==> src/rtl/drl_pkg.sv <==
package drl_pkg;

    localparam int RAIL_W = 2;
    localparam int IDX_W  = 2 * RAIL_W;
    localparam int N_IDX  = 1 << IDX_W;
    localparam int N_FN   = 3;

    localparam logic [RAIL_W-1:0] RAIL_TRUE  = 2'b01;
    localparam logic [RAIL_W-1:0] RAIL_FALSE = 2'b10;
    localparam logic [RAIL_W-1:0] RAIL_NULL  = 2'b00;

    typedef enum logic [7:0] {
        SEL_AND = 8'h55,
        SEL_OR  = 8'hAA,
        SEL_XOR = 8'h66
    } fn_sel_e;

    localparam int FN_AND = 0;
    localparam int FN_OR  = 1;
    localparam int FN_XOR = 2;

    function automatic logic rail_legal(input logic [RAIL_W-1:0] r);
        return (r == RAIL_TRUE) || (r == RAIL_FALSE);
    endfunction

    // Table content for one function at one address; computed, never listed.
    function automatic logic [RAIL_W-1:0] rail_entry(input int fn, input logic [IDX_W-1:0] idx);
        logic [RAIL_W-1:0] hi;
        logic [RAIL_W-1:0] lo;
        logic              vh;
        logic              vl;
        logic              res;
        hi = idx[IDX_W-1:RAIL_W];
        lo = idx[RAIL_W-1:0];
        if (!rail_legal(hi) || !rail_legal(lo)) begin
            return RAIL_NULL;
        end
        vh = (hi == RAIL_TRUE);
        vl = (lo == RAIL_TRUE);
        case (fn)
            FN_AND:  res = vh & vl;
            FN_OR:   res = vh | vl;
            default: res = vh ^ vl;
        endcase
        return res ? RAIL_TRUE : RAIL_FALSE;
    endfunction

endpackage

==> src/rtl/drl_index_pack.sv <==
module drl_index_pack
    import drl_pkg::*;
#(
    parameter int WORD_W = 8
) (
    input  logic [WORD_W-1:0] opa_i,
    input  logic [WORD_W-1:0] opb_i,
    output logic [WORD_W-1:0] opa_m_o,
    output logic [WORD_W-1:0] opb_m_o,
    output logic [IDX_W-1:0]  idx_o
);
    localparam logic [WORD_W-1:0] KEEP_MASK = WORD_W'((1 << RAIL_W) - 1);

    logic [WORD_W-1:0] packed_w;

    always_comb begin
        opa_m_o  = opa_i & KEEP_MASK;
        opb_m_o  = opb_i & KEEP_MASK;
        packed_w = (opa_m_o << RAIL_W) | opb_m_o;
        idx_o    = packed_w[IDX_W-1:0];
    end

    // Operand bits above the rail pair never reach the address
    always_comb begin
        p_mask_clean_r2: assert ((opa_m_o >> RAIL_W) == '0 && (opb_m_o >> RAIL_W) == '0);
    end

endmodule

==> src/rtl/drl_table.sv <==
module drl_table
    import drl_pkg::*;
#(
    parameter int SEL_W = 8
) (
    input  logic [SEL_W-1:0]  sel_i,
    input  logic [IDX_W-1:0]  idx_i,
    output logic [RAIL_W-1:0] rail_o
);
    logic [RAIL_W-1:0] tbl [N_FN][N_IDX];

    for (genvar f = 0; f < N_FN; f++) begin : g_fn
        for (genvar i = 0; i < N_IDX; i++) begin : g_idx
            assign tbl[f][i] = rail_entry(f, IDX_W'(i));
        end
    end

    always_comb begin
        case (sel_i)
            SEL_W'(SEL_AND): rail_o = tbl[FN_AND][idx_i];
            SEL_W'(SEL_OR):  rail_o = tbl[FN_OR][idx_i];
            SEL_W'(SEL_XOR): rail_o = tbl[FN_XOR][idx_i];
            default:         rail_o = RAIL_NULL;
        endcase
    end

    // Table never emits the all-ones pair
    always_comb begin
        p_rail_code_r2: assert (rail_o != 2'b11);
    end

endmodule

==> src/rtl/drl_lut_unit.sv <==
module drl_lut_unit
    import drl_pkg::*;
#(
    parameter int WORD_W = 8
) (
    input  logic              clk,
    input  logic              rst_n,
    input  logic              start_i,
    input  logic [WORD_W-1:0] opa_i,
    input  logic [WORD_W-1:0] opb_i,
    input  logic [WORD_W-1:0] opsel_i,
    output logic [WORD_W-1:0] result_o,
    output logic              done_o
);
    localparam int PAD_W = WORD_W - RAIL_W;

    typedef struct packed {
        logic [WORD_W-1:0] result;
        logic              done;
        logic [WORD_W-1:0] work_a;
        logic [WORD_W-1:0] work_b;
        logic [WORD_W-1:0] work_sel;
    } state_t;

    state_t st_d;
    state_t st_q;

    logic [WORD_W-1:0] opa_m;
    logic [WORD_W-1:0] opb_m;
    logic [IDX_W-1:0]  idx;
    logic [RAIL_W-1:0] rail;

    drl_index_pack #(.WORD_W(WORD_W)) pack_i (
        .opa_i   (opa_i),
        .opb_i   (opb_i),
        .opa_m_o (opa_m),
        .opb_m_o (opb_m),
        .idx_o   (idx)
    );

    drl_table #(.SEL_W(WORD_W)) table_i (
        .sel_i  (opsel_i),
        .idx_i  (idx),
        .rail_o (rail)
    );

    always_comb begin
        st_d      = st_q;
        st_d.done = start_i;
        if (start_i) begin
            st_d.work_a   = opa_m;
            st_d.work_b   = opb_m;
            st_d.work_sel = opsel_i;
            st_d.result   = {{PAD_W{1'b0}}, rail};
        end else begin
            st_d.work_a   = '0;
            st_d.work_b   = '0;
            st_d.work_sel = '0;
        end
    end

    always_ff @(posedge clk or negedge rst_n) begin
        if (!rst_n) begin
            st_q <= '0;
        end else begin
            st_q <= st_d;
        end
    end

    assign result_o = st_q.result;
    assign done_o   = st_q.done;

    p_upper_zero_r2: assert property (@(posedge clk) disable iff (!rst_n)
        result_o[WORD_W-1:RAIL_W] == '0);

    p_done_follows_start_r8: assert property (@(posedge clk) disable iff (!rst_n)
        start_i |=> done_o);

    p_done_only_after_start_r8: assert property (@(posedge clk) disable iff (!rst_n)
        !start_i |=> !done_o);

    p_hold_r9: assert property (@(posedge clk) disable iff (!rst_n)
        !start_i |=> $stable(result_o));

    p_precharge_r9: assert property (@(posedge clk) disable iff (!rst_n)
        !start_i |=> (st_q.work_a == '0 && st_q.work_b == '0 && st_q.work_sel == '0));

    p_null_on_bad_code_r6: assert property (@(posedge clk) disable iff (!rst_n)
        (start_i && (!rail_legal(opa_i[RAIL_W-1:0]) || !rail_legal(opb_i[RAIL_W-1:0])))
        |=> result_o == '0);

    p_null_on_bad_sel_r7: assert property (@(posedge clk) disable iff (!rst_n)
        (start_i && opsel_i != 8'h55 && opsel_i != 8'hAA && opsel_i != 8'h66)
        |=> result_o == '0);

endmodule

==> config.mk <==
export PLATFORM = sky130hd
export DESIGN_NAME = drl_lut_unit
export DESIGN_NICKNAME = d
export VERILOG_FILES = /design/src/rtl/drl_pkg.sv /design/src/rtl/drl_index_pack.sv /design/src/rtl/drl_table.sv /design/src/rtl/drl_lut_unit.sv
export SDC_FILE = /design/constraint.sdc
export NUM_CORES = 1
export LEC_CHECK = 0
export ABC_AREA = 1
export CORE_AREA = 2 2 39 41
export DETAILED_ROUTE_END_ITERATION = 12
export DIE_AREA = 0 0 41 43
export DONT_BUFFER_PORTS = 1
export GPL_ROUTABILITY_DRIVEN = 0
export PLACE_DENSITY = 0.43
export SKIP_LAST_GASP = 1
export SYNTH_ARGS = -nofsm -noshare
export SYNTH_HDL_FRONTEND = slang
export SYNTH_SLANG_ARGS = --single-unit
==> constraint.sdc <==
create_clock -name clk -period 0.9 [get_ports clk]
set_clock_uncertainty 0.15 [all_clocks]
set_input_delay 0.09 -clock clk [delete_from_list [all_inputs] [get_ports clk]]
set_output_delay 0.09 -clock clk [all_outputs]
set_load 0.005 [all_outputs]
==> impl_metrics.toml <==
[routing]
drc = 0
dr.pass1.iters = 4
drt-initial-drc-count = 5
route.vias.total = 357
routedWlPerCell_um = 8.07
ant_nets = 0
drt-total-wl_um = 702
viasPerCell = 4.10

[global_routing]
grt_max_degree = 5
antenna_found_initial = 0
grt_pass1_vias = 330
grt_use_total = 0.0869
grt_pass1_wl_um = 1060
gr-total-overflow = 0

[clock_network]
hold_buffers = 2
clock-root-buffer = "clkbuf_4"
max-clock-path-buffers = 2
htreeDepth = 1
cts_tree = "done"
cts_made_buffers = 3
clkTransAtPathRegs_ns = 0.04
postCtsSetupBuffers = 0
insertion_delay_ns = 0.23
clock-sinks = 3

[synthesis]
syn-cell-area_um2 = 389
synth_compound_area_frac = 0
synth_top_family_by_area = "simple AND/OR/NAND/NOR gates"
synth_area_per_cell_um2 = 5.90
synthSimpleGateAreaFrac = 0.463
seq_area_frac_synth = 0.193
muxShareOfSynthArea = 0
ys_warn_count = 0
netlist-cell-type-count = 11
synth_cells = 66
synth_xor_area_frac = 0
synth_seq_cells = 3
synth_adder_area_share = 0.0643

[critical_path]
critPathArrivalTime_ns = 0.61
reg2reg_to = "result_o[1]"
rr_startpoint = "result_o[1]"
end_kind = "output port"
rrSetupSlack_ns = 0.14
cp.required_ns = 0.66
cp-startpoint = "result_o[1]"
criticalPathCategory = "register to output port"
crit_fanout = 2
r2r_cells = 2
startpoint_type = "register"
crit_path_end = "result_o[1]"
path_depth = 0

[placed_design]
place_area_um2 = 413
place_inst = 81
dp_hpwl_um = 625
io_buffers = 0

[finish]
drive_gt1_frac = 0.225
area_growth_pct = 18.6
fin_area_um2 = 462
n_antenna_cell = 0
final_common_cell = "nand2_1"
finish.net_count = 101
fillerInstances = 169
layout.cells.non_filler = 87
final_core_util = 0.334
multi_input_area_um2 = 250
layout_common_cells = "nand2_1 (16), nand3_1 (12), inv_1 (10), conb_1 (6), inv_2 (5)"
seqCellArea_um2 = 75.1

[sta]
rsz0062_at_grt = "false"
fin_crit_sh = 0.947
fmax_mhz = 1170
fin_setup_tns_ns = 0
final_hold_viol_count = 4
hold_ws_ns = -0.0348
setup_violations = 0
maxSlewViolCount = 0
fin_crit_ns = 0.852

[power_and_ir_drop]
cellPowerDensity_nw_per_um2 = 999
leakagePower_uw = 0.000288
fin_total_pwr_uw = 461
peakVddDrop_mv = 0.197

[floorplanning]
io_pins = 36
die_h_um = 43
coreArea_um2 = 1380
placementRows = 14
die-area_um2 = 1760
start_util = 0.281
die_w_um = 41

[run]
drv_cap = 0

[min_path]
hp-class = "input port to asynchronous set/reset pin"

[outcome]
status = "complete, but fails checks"
violations = "hold timing"
[flip-flops by register name, indices dropped and copies added, names as in the netlist]
| register | flops |
|---|---|
| result_o | 2 |
| done_o | 1 |
[timing repair]
action | CTS | global route
gates resized for setup | 0 | 1
hold endpoints to repair | 6 | 3
setup endpoints to repair | 0 | 2
[per-stage QoR]
stage / setup WS (ns) / hold slack [ns]
after floorplan: -0.0323 / -0.356
after global placement: -0.0852 / -0.356
after detailed placement: -0.0999 / -0.356
after CTS: 0.000843 / -0.0382
after global routing: 0.0225 / -0.0280
final: 0.0480 / -0.0348
[cell families after synthesis]
| family | after synthesis |
|---|---|
| adder cells (fa/ha/maj) | 2 |
| buffers and inverters | 22 |
| flip-flops | 3 |
| other | 1 |
| AND/OR/NAND/NOR | 38 |
[worst min-delay path by stage]
stage,depth (start not counted),endpoint,from,slack [ns]
2_1_floorplan,0,done_o,rst_n,-0.36
3_3_place_gp,0,done_o,rst_n,-0.36
3_5_place_dp,0,result_o[1],rst_n,-0.36
4_1_cts,1,result_o[1],rst_n,-0.04
5_1_grt,1,result_o[1],rst_n,-0.03
6_report,1,result_o[1],rst_n,-0.03
[cell usage after synthesis]
cell,n,area [um2]
conb_1,1,3.75
dfrtp_1,3,75.1
inv_2,4,15.0
nor2_1,4,15.0
ha_1,2,25.0
inv_1,12,45.0
nand2_1,16,60.1
buf_4,6,45.0
nand2_2,2,12.5
nand3_1,14,70.1
nor2_4,2,22.5
[cell type report]
type                            count  share of cell area
Tap cell                           16              0.0434
Sequential cell                     3               0.163
Multi-Input combinational cell     46               0.542
Inverter                           16               0.146
Timing Repair Buffer                2              0.0488
Clock buffer                        4              0.0569
[metal layers]
layer	vias up	share of wire	wire, um	track usage
met5	-	0	0	0
li1	193	-	-	-
met3	0	0.070	49	0.00524
met2	16	0.52	368	0.156
met1	148	0.40	283	0.0854
met4	0	0	0	0.0600
[power breakdown]
group / leakage [uW] / switching, uW / internal, uW
registers: 0.0000396 / 1.15 / 138
logic: 0.000233 / 52.8 / 37.4
clock network: 0.0000150 / 65.8 / 166
No activity file was read; power rests on OpenSTA's default activity.
